$ cat config.mk
export PLATFORM = sky130hd
export DESIGN_NAME = dpf_prefetcher
export DESIGN_NICKNAME = d
export VERILOG_FILES = /design/src/rtl/dpf_pkg.sv /design/src/rtl/dpf_word_fetch.sv /design/src/rtl/dpf_poll_timer.sv /design/src/rtl/dpf_desc_check.sv /design/src/rtl/dpf_prefetcher.sv
export SDC_FILE = /design/constraint.sdc
export NUM_CORES = 1
export LEC_CHECK = 0
export BUFFER_PORTS_ARGS = -buffer_cell sky130_fd_sc_hd__buf_2
export CAP_MARGIN = 10
export CORE_MARGIN = 2
export CORE_UTILIZATION = 44
export CTS_CLUSTER_SIZE = 12
export DETAILED_ROUTE_END_ITERATION = 6
export GPL_ROUTABILITY_DRIVEN = 0
export PLACE_DENSITY_LB_ADDON = 0.2
export SLEW_MARGIN = 15
export SYNTH_ARGS = -nofsm -noshare
export SYNTH_HDL_FRONTEND = slang
export SYNTH_SLANG_ARGS = --single-unit
$ cat constraint.sdc
create_clock -name clk -period 3.7 [get_ports clk]
set_input_delay 0.555 -clock clk [delete_from_list [all_inputs] [get_ports clk]]
set_output_delay 0.555 -clock clk [all_outputs]
set_load 0.01 [all_outputs]
$ cat src/rtl/dpf_pkg.sv
package dpf_pkg;

    localparam int DESC_WORDS = 4;
    localparam int WORD_W     = 32;
    localparam int OWN_BIT    = 31;
    localparam int IEN_BIT    = 0;

    // Word order in memory: link, destination, byte count, control (last).
    typedef struct packed {
        logic [WORD_W-1:0] link;
        logic [WORD_W-1:0] dst;
        logic [WORD_W-1:0] count;
        logic [WORD_W-1:0] ctrl;
    } desc_t;

    typedef enum logic [2:0] {
        S_IDLE,
        S_FETCH,
        S_POLL,
        S_ISSUE,
        S_XFER,
        S_WB,
        S_NEXT,
        S_HALT
    } pf_state_e;

    function automatic logic count_bad(input logic [WORD_W-1:0] cnt,
                                       input int unsigned lmax);
        return (cnt == '0) || (cnt > WORD_W'(lmax));
    endfunction

    function automatic logic line_bad(input logic [WORD_W-1:0] addr,
                                      input logic [WORD_W-1:0] cnt,
                                      input int unsigned line);
        logic [WORD_W-1:0] mask;
        mask = WORD_W'(line - 1);
        return ((addr | cnt) & mask) != '0;
    endfunction

endpackage

$ cat src/rtl/dpf_word_fetch.sv
module dpf_word_fetch
    import dpf_pkg::*;
#(
    parameter int AW = 32
) (
    input  logic              clk,
    input  logic              rst,
    input  logic              start,
    input  logic [AW-1:0]     base,
    input  logic              rvalid,
    input  logic [WORD_W-1:0] rdata,
    output logic              rd_req,
    output logic [AW-1:0]     rd_addr,
    output desc_t             desc,
    output logic              desc_valid,
    output logic              active
);
    localparam int KW = $clog2(DESC_WORDS);
    localparam logic [KW-1:0] LAST_K = KW'(DESC_WORDS - 1);

    logic [KW-1:0]                      k;
    logic                               pending;
    logic [AW-1:0]                      base_q;
    logic [0:DESC_WORDS-1][WORD_W-1:0]  wq;

    assign rd_req  = active && !pending;
    assign rd_addr = base_q + AW'({k, 2'b00});
    assign desc    = desc_t'(wq);

    always_ff @(posedge clk) begin
        if (rst) begin
            active     <= 1'b0;
            pending    <= 1'b0;
            k          <= '0;
            base_q     <= '0;
            desc_valid <= 1'b0;
            wq         <= '0;
        end else begin
            desc_valid <= 1'b0;
            if (start) begin
                active  <= 1'b1;
                pending <= 1'b0;
                k       <= '0;
                base_q  <= base;
            end else if (active) begin
                if (!pending) begin
                    pending <= 1'b1;
                end else if (rvalid) begin
                    wq[k]   <= rdata;
                    pending <= 1'b0;
                    if (k == LAST_K) begin
                        active     <= 1'b0;
                        desc_valid <= 1'b1;
                    end else begin
                        k <= k + 1'b1;
                    end
                end
            end
        end
    end

    AST_RDATA_EXPECTED: assert property (@(posedge clk) disable iff (rst)
        rvalid |-> pending);
    AST_CTRL_WORD_LAST: assert property (@(posedge clk) disable iff (rst)
        desc_valid |-> ($past(rvalid) && $past(k) == LAST_K));
    AST_ONE_OUTSTANDING: assert property (@(posedge clk) disable iff (rst)
        rd_req |=> !rd_req);

endmodule

$ cat src/rtl/dpf_poll_timer.sv
module dpf_poll_timer #(
    parameter int PW = 16
) (
    input  logic          clk,
    input  logic          rst,
    input  logic          load,
    input  logic          en,
    input  logic [PW-1:0] interval,
    output logic          expired
);
    logic [PW-1:0] cnt;

    assign expired = (cnt == '0);

    always_ff @(posedge clk) begin
        if (rst) begin
            cnt <= '0;
        end else if (load) begin
            cnt <= interval;
        end else if (en && cnt != '0) begin
            cnt <= cnt - 1'b1;
        end
    end

    AST_TIMER_STEP: assert property (@(posedge clk) disable iff (rst)
        (en && !load && cnt != '0) |=> (cnt == $past(cnt) - 1'b1));
    AST_TIMER_HOLD_ZERO: assert property (@(posedge clk) disable iff (rst)
        (!load && cnt == '0) |=> (cnt == '0));

endmodule

$ cat src/rtl/dpf_desc_check.sv
module dpf_desc_check
    import dpf_pkg::*;
#(
    parameter int AW      = 32,
    parameter int LEN_MAX = 2048,
    parameter int LINE    = 128,
    parameter int LEN_W   = 12
) (
    input  desc_t             d,
    output logic              hw_owned,
    output logic              ien,
    output logic              fault,
    output logic [AW-1:0]     dst,
    output logic [LEN_W-1:0]  len,
    output logic [AW-1:0]     link
);
    logic len_fault;
    logic line_fault;

    assign hw_owned  = d.ctrl[OWN_BIT];
    assign ien       = d.ctrl[IEN_BIT];
    assign dst       = d.dst[AW-1:0];
    assign link      = d.link[AW-1:0];
    assign len       = d.count[LEN_W-1:0];
    assign len_fault = count_bad(d.count, LEN_MAX);

    generate
        if (LINE > 1) begin : g_line
            assign line_fault = line_bad(d.dst, d.count, LINE);
        end else begin : g_noline
            assign line_fault = 1'b0;
        end
    endgenerate

    assign fault = len_fault || line_fault;

endmodule

$ cat src/rtl/dpf_prefetcher.sv
module dpf_prefetcher
    import dpf_pkg::*;
#(
    parameter int AW      = 32,
    parameter int LEN_MAX = 2048,
    parameter int LINE    = 128,
    parameter int PW      = 16,
    localparam int LEN_W  = $clog2(LEN_MAX) + 1
) (
    input  logic              clk,
    input  logic              rst,
    input  logic              run,
    input  logic [AW-1:0]     start_addr,
    input  logic [PW-1:0]     poll_interval,
    output logic              mem_req,
    output logic              mem_we,
    output logic [AW-1:0]     mem_addr,
    output logic [WORD_W-1:0] mem_wdata,
    input  logic              mem_rvalid,
    input  logic [WORD_W-1:0] mem_rdata,
    output logic              cmd_valid,
    input  logic              cmd_ready,
    output logic [AW-1:0]     cmd_addr,
    output logic [LEN_W-1:0]  cmd_len,
    input  logic              xfer_done,
    output logic              irq,
    output logic              st_idle,
    output logic              st_fetch,
    output logic              st_poll,
    output logic              st_busy,
    output logic              err
);
    localparam logic [AW-1:0]     CTRL_OFS = AW'((DESC_WORDS - 1) * 4);
    localparam logic [WORD_W-1:0] OWN_MASK = WORD_W'(1) << OWN_BIT;
    localparam logic [AW-1:0]     LINE_MASK = AW'(LINE - 1);

    pf_state_e         state, nxt;
    logic [AW-1:0]     cur_q;
    logic              irq_q;

    logic              fetch_start;
    logic [AW-1:0]     fetch_base;
    logic              rd_req;
    logic [AW-1:0]     rd_addr;
    desc_t             desc;
    logic              desc_valid;
    logic              fetch_active;

    logic              hw_owned, ien, fault;
    logic [AW-1:0]     d_dst, d_link;
    logic [LEN_W-1:0]  d_len;

    logic              timer_load, timer_expired;

    dpf_word_fetch #(.AW(AW)) u_fetch (
        .clk        (clk),
        .rst        (rst),
        .start      (fetch_start),
        .base       (fetch_base),
        .rvalid     (mem_rvalid),
        .rdata      (mem_rdata),
        .rd_req     (rd_req),
        .rd_addr    (rd_addr),
        .desc       (desc),
        .desc_valid (desc_valid),
        .active     (fetch_active)
    );

    dpf_desc_check #(
        .AW(AW), .LEN_MAX(LEN_MAX), .LINE(LINE), .LEN_W(LEN_W)
    ) u_check (
        .d        (desc),
        .hw_owned (hw_owned),
        .ien      (ien),
        .fault    (fault),
        .dst      (d_dst),
        .len      (d_len),
        .link     (d_link)
    );

    assign timer_load = (state == S_FETCH) && desc_valid && !hw_owned;

    dpf_poll_timer #(.PW(PW)) u_timer (
        .clk      (clk),
        .rst      (rst),
        .load     (timer_load),
        .en       (state == S_POLL),
        .interval (poll_interval),
        .expired  (timer_expired)
    );

    always_comb begin
        nxt         = state;
        fetch_start = 1'b0;
        fetch_base  = cur_q;
        case (state)
            S_IDLE: if (run) begin
                fetch_start = 1'b1;
                fetch_base  = start_addr;
                nxt         = S_FETCH;
            end
            S_FETCH: if (desc_valid) begin
                if (!hw_owned)  nxt = S_POLL;
                else if (fault) nxt = S_HALT;
                else            nxt = S_ISSUE;
            end
            S_POLL: begin
                if (!run) begin
                    nxt = S_IDLE;
                end else if (timer_expired) begin
                    fetch_start = 1'b1;
                    nxt         = S_FETCH;
                end
            end
            S_ISSUE: if (cmd_ready) nxt = S_XFER;
            S_XFER:  if (xfer_done) nxt = S_WB;
            S_WB:    nxt = S_NEXT;
            S_NEXT: begin
                if (run) begin
                    fetch_start = 1'b1;
                    fetch_base  = d_link;
                    nxt         = S_FETCH;
                end else begin
                    nxt = S_IDLE;
                end
            end
            S_HALT:  if (!run) nxt = S_IDLE;
            default: nxt = S_IDLE;
        endcase
    end

    always_ff @(posedge clk) begin
        if (rst) begin
            state <= S_IDLE;
            cur_q <= '0;
            irq_q <= 1'b0;
        end else begin
            state <= nxt;
            irq_q <= (state == S_WB) && ien;
            if (fetch_start) cur_q <= fetch_base;
        end
    end

    assign mem_we    = (state == S_WB);
    assign mem_req   = rd_req || mem_we;
    assign mem_addr  = mem_we ? (cur_q + CTRL_OFS) : rd_addr;
    assign mem_wdata = desc.ctrl & ~OWN_MASK;

    assign cmd_valid = (state == S_ISSUE);
    assign cmd_addr  = d_dst;
    assign cmd_len   = d_len;
    assign irq       = irq_q;

    assign st_idle  = (state == S_IDLE);
    assign st_fetch = (state == S_FETCH);
    assign st_poll  = (state == S_POLL);
    assign st_busy  = (state == S_ISSUE) || (state == S_XFER) ||
                      (state == S_WB)    || (state == S_NEXT);
    assign err      = (state == S_HALT);

    AST_CMD_LEN_RANGE: assert property (@(posedge clk) disable iff (rst)
        cmd_valid |-> (cmd_len != '0 && cmd_len <= LEN_W'(LEN_MAX)));
    AST_CMD_LINE_ALIGNED: assert property (@(posedge clk) disable iff (rst)
        cmd_valid |-> ((cmd_addr & LINE_MASK) == '0 &&
                       (AW'(cmd_len) & LINE_MASK) == '0));
    AST_CMD_HELD: assert property (@(posedge clk) disable iff (rst)
        (cmd_valid && !cmd_ready) |=> (cmd_valid && $stable(cmd_addr) &&
                                       $stable(cmd_len)));
    AST_WB_TO_SOFTWARE: assert property (@(posedge clk) disable iff (rst)
        (mem_req && mem_we) |-> !mem_wdata[OWN_BIT]);
    AST_NO_CMD_WHILE_POLL: assert property (@(posedge clk) disable iff (rst)
        st_poll |-> !cmd_valid);
    AST_IRQ_AFTER_WB: assert property (@(posedge clk) disable iff (rst)
        irq |-> $past(mem_req && mem_we));
    AST_IRQ_ONE_CYCLE: assert property (@(posedge clk) disable iff (rst)
        irq |=> !irq);
    AST_STATUS_ONEHOT: assert property (@(posedge clk) disable iff (rst)
        $onehot0({st_idle, st_fetch, st_poll, st_busy}));
    AST_ERR_NO_CMD: assert property (@(posedge clk) disable iff (rst)
        err |-> (!cmd_valid && !mem_req));
    AST_ERR_STICKY: assert property (@(posedge clk) disable iff (rst)
        (err && run) |=> err);
    AST_NO_FETCH_WHEN_IDLE: assert property (@(posedge clk) disable iff (rst)
        st_idle |-> !fetch_active);

endmodule

# Word level (Yosys, flattened, before mapping)
# Index checks and enable logic that the tools add are counted.
[classes] n_lt_le_gt_ge=3 n_reduce_logical=28 n_bitwise=7 eq_ne=15 div=0 n_mux=32 shifts=0 mul=0 add_sub_neg=4
[ops] operator="$bwmux 128" count=1
[ops] operator="$mux 32" count=4
[ops] operator="$demux 32 s2" count=1
[ops] operator="$pmux 32 s2" count=1
[ops] operator="$add 32x4->32" count=1
[ops] operator="$add 32x4->32 const B" count=1
[ops] operator="$gt 32x12->1 const B" count=1
[ops] operator="$logic_not 32->1" count=1
[ops] operator="$mux 16" count=2
[ops] operator="$reduce_bool 32->1" count=1
[ops] operator="$mux 3" count=9
[ops] operator="$pmux 3 s8" count=1
[ops] operator="$logic_not 16->1" count=1
[ops] operator="$reduce_bool 16->1" count=1
[ops] operator="$sub 16x1->16 const B" count=1
[ops] operator="$eq 3x3->1 const B" count=4
[ops] operator="$mux 1" count=12
[ops] operator="$reduce_and 4->1" count=3
[ops] operator="$ne 2x2->1 const B" count=4
[ops] operator="$or 7x7->7" count=1
[ops] operator="$eq 3x2->1 const B" count=2
[ops] operator="$logic_and 1x1->1" count=6
[ops] operator="$logic_or 1x1->1" count=6
[ops] operator="$reduce_and 6->1" count=1
[ops] operator="other kinds (15)" count=23
[word_totals] wordCells=101 latch_bits=0 romBits=0 ff_bits=185 inputBits=86 mem_count=0 ram_bits=0 output_inout_bits=117

# Longest topological paths before layout
# Gate-level depths: netlist (run 1).
[logic_depth] depth_word=7 mapped_depth=10 depth_no_buf=9

# By module
# A second synthesis (run 1) with hierarchy kept.
[hier_totals] cells_unflattened=1354 hier_area_um2=10756.6
[by_module_without_submodules] mod="dpf_word_fetch" area_per_inst_um2=6391.1 cells_per_inst=782 instances=1 seq_area_each_um2=3303.2
[by_module_without_submodules] mod="dpf_prefetcher" area_per_inst_um2=2725.1 cells_per_inst=365 instances=1 seq_area_each_um2=720.7
[by_module_without_submodules] mod="dpf_poll_timer" area_per_inst_um2=944.7 cells_per_inst=114 instances=1 seq_area_each_um2=320.3
[by_module_without_submodules] mod="dpf_desc_check" area_per_inst_um2=695.7 cells_per_inst=93 instances=1 seq_area_each_um2=0.0

# Worst setup path before layout (run 1)
# No wires, ideal clock.
[synth_timing] path_type="register -> output" startpoint="register state[0]" endpoint="output port mem_addr[16]" t_required_ps=3145 arrival_ps=2636 path_buffers=1 path_slack_ps=509 stages_incl_launch_ff=11 cell_sequence="dfxtp_1 -> clkbuf_1 -> inv_1 -> or2_2 -> nand2_1 -> ha_1 -> fa_1 -> nand4_1 -> nor3_1 -> nand4_1 -> xnor2_1"
[synth_between] elab_chain_len=2
[synth_rtl] element="start, declared" line_no="dpf_prefetcher.sv:37" rtl="pf_state_e state, nxt;"
[synth_rtl] element="start signal, assigned" line_no="dpf_prefetcher.sv:138" rtl="state <= nxt;"
[synth_rtl] element="$eq 3x3->1" line_no="dpf_prefetcher.sv:144" rtl="assign mem_we = (state == S_WB);"
[synth_rtl] element="$mux 32" line_no="dpf_prefetcher.sv:146" rtl="assign mem_addr = mem_we ? (cur_q + CTRL_OFS) : rd_addr;"
[synth_rtl] element="end, declared" line_no="dpf_prefetcher.sv:17" rtl="output logic [AW-1:0] mem_addr,"
# No other way between the ends.

# Final worst setup path (run 1)
[layout_timing] startpoint="register state[1]" endpoint="output port mem_addr[29]"
# The elaborated chain is that of the path after synthesis.

==> results of run 1 <==
==> power breakdown <==
part / leakage [nW] / internal [mW] / switching, mW
registers: 1.50 / 2.03 / 0.0424
clock network: 0.306 / 1.17 / 0.803
logic: 3.30 / 0.136 / 0.185
total: 5.10 / 3.34 / 1.03
==> cells in the mapped netlist (2+ instances only) <==
master / instances / area share [%]
o41ai_1: 2 / 0.19
xor2_1: 5 / 0.48
o21a_1: 2 / 0.17
nor4_1: 16 / 1.1
or3_1: 9 / 0.62
buf_6: 6 / 0.75
nor2_1: 63 / 2.6
nor2b_1: 2 / 0.14
inv_1: 11 / 0.46
a21oi_1: 5 / 0.28
o31ai_1: 7 / 0.58
nand2_1: 121 / 5.0
nand2b_1: 62 / 4.3
and3_1: 7 / 0.48
nor3_1: 9 / 0.50
and4_1: 2 / 0.19
or4b_2: 2 / 0.22
dfxtp_1: 185 / 41
mux2i_1: 162 / 18
nor4b_2: 2 / 0.33
buf_1: 5 / 0.21
a31oi_1: 2 / 0.14
o211ai_2: 3 / 0.42
inv_2: 2 / 0.083
nand4_1: 14 / 0.97
a211oi_1: 35 / 2.9
a311oi_1: 14 / 1.4
o21ai_0: 10 / 0.55
nand3_1: 14 / 0.77
and2_1: 2 / 0.14
ha_1: 7 / 0.97
clkbuf_1: 38 / 1.6
xnor2_1: 27 / 2.6
buf_4: 86 / 7.1
or4_1: 12 / 1.0
==> logic make-up (layout without fill, tap and decap cells) <==
kind of cell    Yosys count  in the layout  share of synthesized area [%]
simple gates            341            341                          18.80
flops                   185            185                          40.95
mux                     162            162                          17.93
buf+inv                 150            263                          10.32
compound gates           91             91                          7.665
xor+xnor                 32             32                          3.099
fa+ha+maj                 8              8                          1.190
other cells               1              1                        0.04147
==> cell type report <==
| cell class | count | area, um2 | area share [%] |
|---|---|---|---|
| clock buffers | 19 | 452.9 | 4.384 |
| clock inverters | 13 | 191.4 | 1.853 |
| inverters | 13 | 50.05 | 0.4844 |
| multi-input cells | 635 | 4448 | 43.05 |
| flip-flops and latches | 185 | 3704 | 35.84 |
| well taps | 270 | 337.8 | 3.270 |
| repair buffers | 218 | 1149 | 11.12 |
==> worst max-delay path, delay by kind of cell, from the launching register on <==
family / cells / cell delay, ps
simple gates: 5 / 1330
flops: 1 / 310
xor+xnor: 1 / 200
fa+ha+maj: 1 / 180
compound gates: 1 / 180
buf+inv: 1 / 160
==> stage by stage <==
stage               setup slack [ps]  instances  hold slack [ps]
global placement               672.7       1321            442.9
global route                   136.8       1353            400.5
floorplan                      509.1        970            432.5
finish                         357.4       1353            400.8
CTS                            103.2       1353            388.7
detailed placement             582.3       1321            447.6
==> worst paths after layout <==
kind	from	endpoint	slack (ps)	cells after the start
max	state[1]	mem_addr[29]	360	9
min reg2reg	u_fetch.desc[102]	u_fetch.desc[102]	460	2
max reg2reg	u_timer.cnt[1]	u_fetch.desc[22]	890	7
min	poll_interval[9]	u_timer.cnt[9]	400	3
==> flip-flops by register name, indices dropped and copies added (netlist names) <==
register	cells
irq	1
u_fetch.pending	1
u_fetch.base_q	32
u_timer.cnt	16
u_fetch.desc_valid	1
u_fetch.k	2
state	3
u_fetch.active	1
u_fetch.desc	128
==> timing repair <==
item / 4_1_cts / 5_1_grt
resized for setup: 0 / 1
setup buffers: 0 / 0
endpoints found under the setup margin: 0 / 9
==> routing by layer <==
metal,part of all wire (%),track usage [%]
met1,50,30.51
met4,1.8,6.779
met3,4.8,4.410
met5,0,0
met2,43,30.93
==> results.txt, run 1 <==
Status - finished clean
Clk sinks - 185
Final HPWL DP - 16190 um
Critical Path AT - 2790 ps
Worst IR Drop VDD - 321.3 uV
Port-buffer cells - 201
DR WL/cell - 16.81 um
Slowest cell delay on critical path - 520 ps
Register area share after synthesis - 40.95%
Row count - 52
Final instance area - 10330 um2
Worst Path Max Fanout - 10
Global Route Usage Sum - 20.95%
Leakage - 5.100 nW
CTS max path bufs - 2
Gr ovfl total - 0
WP data required - 3140 ps
Hold Fails Final Rpt - 0
Pwr Density - 422.8 nW/um2
Commonest non-fill, non-tap cell in the layout - buf_2
Initial antenna violation count - 0
Final setup viols - 0
Pwr Total - 4.368 mW
Die Ht - 147.4 um
Max_slew headroom - 24.91%
Die Wd - 147.4 um
Inserted Diodes - 0
Cell count after synthesis - 970
Final net count - 1164
Fillers - 1935
Worst-Margin Slew - 1126 ps
Synth cell types - 54
First-pass GRT wire length - 35600 um
Clock Skew - 8.873 ps
Post-place instance area - 9679 um2
Crit-path slowest cell - nor4b_4
Die area - 21720 um2
DR iter-0 viols - 421
Total core area - 20230 um2
Maxcap violations - 0
Crit path time final - 3343 ps
Drc violations - 0
Final Util - 51.06%
Clk_lat worst skew - 430 ps
FFs w/ async S/R, synth - 0%
Slew Viols, Final - 0
Crit-path cells - nand2b_1 > or2_2 > nand2_1 > ha_1 > a21o_1 > nor4b_4 > nand4_1 > xnor2_1 > buf_2
Startpoint Class - register
Initial core utilization - 44.69%
Most used DFF post-synth - dfxtp_1
Synth Register Bits - 185
Cell area after synthesis - 9044 um2
CP endpoint kind - primary output
Clock buffer count from CTS - 17
Most frequent cells in the layout - 200 x buf_2, 185 x dfxtp_1, 162 x mux2i_1
Area grow syn2layout - 14.25%
Final wirelength - 22750 um
Period Utilization, post-route - 90.34%
Avg Cell Area, Syn - 9.323 um2
# IOs - 203
CTS tree - built
RSZ-0062 raised after global routing - no
Post-route ant nets - 0
Largest net degree at the start of global routing - 61
Number of enable flip-flop cells after synthesis - 0
Min-delay worst type - in2reg
Hold Buf Count CTS - 0
Ys Warns - 0
Total number of vias - 6920
Fmax achieved - 0.2992 GHz
Classification of the worst setup path - reg2out
DR vias/cell - 5.115
TNS Setup - 0 ps
Vias in the first global route - 6479
CTS root buf - clkbuf_16
Clock-pin slew on the worst setup and hold paths - 70 ps
Number of H-tree levels - 4
Synth Net Count - 1064
Drt pass-1 iters - 4
Fraction of layout cells with a size suffix above 1 - 24.65%
Power figures use the tool's default switching activity.
==> run 2, diff against run 1 <==
clock period = 4.3 ns   (was 3.7 ns; I/O delays follow)
==> results.txt, run 2 (synthesis results as in run 1) <==
Status - finished clean
Hold Fails Final Rpt - 0 (unchanged)
Maxcap violations - 0 (unchanged)
Clock Skew - 10.89 ps (+2.012 ps)
Drc violations - 0 (unchanged)
Final net count - 1159 (-0.43%)
Die area - 21720 um2 (unchanged)
Post-route ant nets - 0 (unchanged)
CTS max path bufs - 2 (unchanged)
Max_slew headroom - 26.90% (+2.0 points)
Worst IR Drop VDD - 271.8 uV (-15%)
Met2 Resource Use GR - 31.19% (+0.26 points)
Port-buffer cells - 201 (unchanged)
Inserted Diodes - 0 (unchanged)
Clk_lat worst skew - 440 ps (about the same)
Number of H-tree levels - 4 (unchanged)
Gr ovfl total - 0 (unchanged)
RSZ-0062 raised after global routing - no
Row count - 52 (unchanged)
Final HPWL DP - 16170 um (-0.14%)
Total number of vias - 6924 (+0.058%)
Grt peak-use layer - met2
Initial core utilization - 44.69% (unchanged)
Area of the multi-input gates - 4449 um2 (about the same)
Fillers - 1931 (-0.21%)
Clk sinks - 185 (unchanged)
Commonest non-fill, non-tap cell in the layout - buf_2
TNS Setup - 0 ps (unchanged)
Pwr Density - 347.4 nW/um2 (-18%)
Fin Hold WS - 457.3 ps (+56.51 ps)
Crit-path cells - inv_1 > or2_2 > nand2_1 > ha_1 > fa_1 > nand4_1 > nor3_1 > buf_4 > nand3_1 > xnor2_1 > buf_2
DR iter-0 viols - 280 (-33%)
Worst Path Max Fanout - 14 (+4)
# IOs - 203 (unchanged)
Post-CTS Setup Inserts - 0 (unchanged)
Fmax achieved - 0.2690 GHz
Crit path time final - 3718 ps
Slowest cell delay on critical path - 570 ps (+50 ps)
CTS root buf - clkbuf_16
Slew Viols, Final - 0 (unchanged)
Total core area - 20230 um2 (unchanged)
Startpoint Class - register
Final wirelength - 22600 um (-0.65%)
WP data required - 3650 ps (+510 ps)
Final setup viols - 0 (unchanged)
First-pass GRT wire length - 35650 um (+0.15%)
Met3 track demand over resource - 4.161% (-0.25 points)
Initial antenna violation count - 0 (unchanged)
CTS tree - built
Number of flip-flops in the largest register - 128 (unchanged)
Leakage - 5.028 nW (-1.4%)
Area grow syn2layout - 12.87%
Met1 usage - 30.05% (-0.46 points)
Die Ht - 147.4 um (unchanged)
DR WL/cell - 16.76 um (-0.28%)
Min-delay worst type - reg2reg
Critical Path AT - 3070 ps (+280 ps)
Largest net degree at the start of global routing - 74 (+21%)
# resized after CTS - 0 (unchanged)
Vias in the first global route - 6576 (+1.5%)
Crit-path slowest cell - dfxtp_1
Die Wd - 147.4 um (unchanged)
Hold Buf Count CTS - 0 (unchanged)
Drt pass-1 iters - 5 (+1)
Clock-pin slew on the worst setup and hold paths - 70 ps (about the same)
Clock buffer count from CTS - 17 (unchanged)
Global Route Usage Sum - 20.85% (-0.11 points)
Classification of the worst setup path - reg2out
Sequential cell area - 3704 um2 (unchanged)
Worst-Margin Slew - 1096 ps (-29.93 ps)
Most frequent cells in the layout - 200 x buf_2, 185 x dfxtp_1, 162 x mux2i_1
DR vias/cell - 5.136 (+0.43%)
CP endpoint kind - primary output
Fraction of layout cells with a size suffix above 1 - 24.30% (-0.35 points)
Period Utilization, post-route - 86.46%
run 2: path summary, 6_finish.rpt:
path                         start                to  slack, ps  cells past startpoint
setup / recovery          state[0]      mem_addr[26]        580                     11
hold / removal    u_fetch.desc[12]  u_fetch.desc[12]        460                      2
setup reg to reg    u_timer.cnt[9]   u_fetch.desc[2]       1550                      5
hold reg to reg   u_fetch.desc[12]  u_fetch.desc[12]        460                      2
run 2: worst max-delay path, delay by kind of cell, from the launching register on:
kind          cells  cell delay (ps)
simple gates      5              960
flops             1              570
buf+inv           3              500
fa+ha+maj         2              420
xor+xnor          1              170
run 2: layout make-up:
type                            count  share of cell area, %
Clock inverter                     14                  1.140
Sequential cell                   185                  36.28
Multi-Input combinational cell    635                  43.59
Tap cell                          270                  3.310
Inverter                           13                 0.4903
Clock buffer                       18                  4.303
Timing Repair Buffer              213                  10.89
run 2: report_power, final:
group	total [mW]	switching (mW)	leakage, nW	internal, mW
clock network	1.49	0.723	0.255	0.768
logic	0.271	0.157	3.27	0.115
registers	1.78	0.0390	1.50	1.74
total	3.55	0.919	5.03	2.63
run 2: metal layers:
metal	vias to the layer above	routed length, um
met2	174	9599
li1	3505	-
met1	3214	11260
met3	31	1223
met4	0	515
met5	-	0
run 2: through the flow:
step                setup slack, ps  cell area (um2)  cells  util, %  power [mW]
finish                        582.3            10210   1348    50.45       3.546
global route                  309.4            10210   1348    50.45       3.677
CTS                           332.8            10200   1348    50.40       3.573
detailed placement            804.1             9642   1316    47.65       2.096
global placement              915.5             9642   1316    47.65       2.093
floorplan                      1019             9044    970        -       1.979
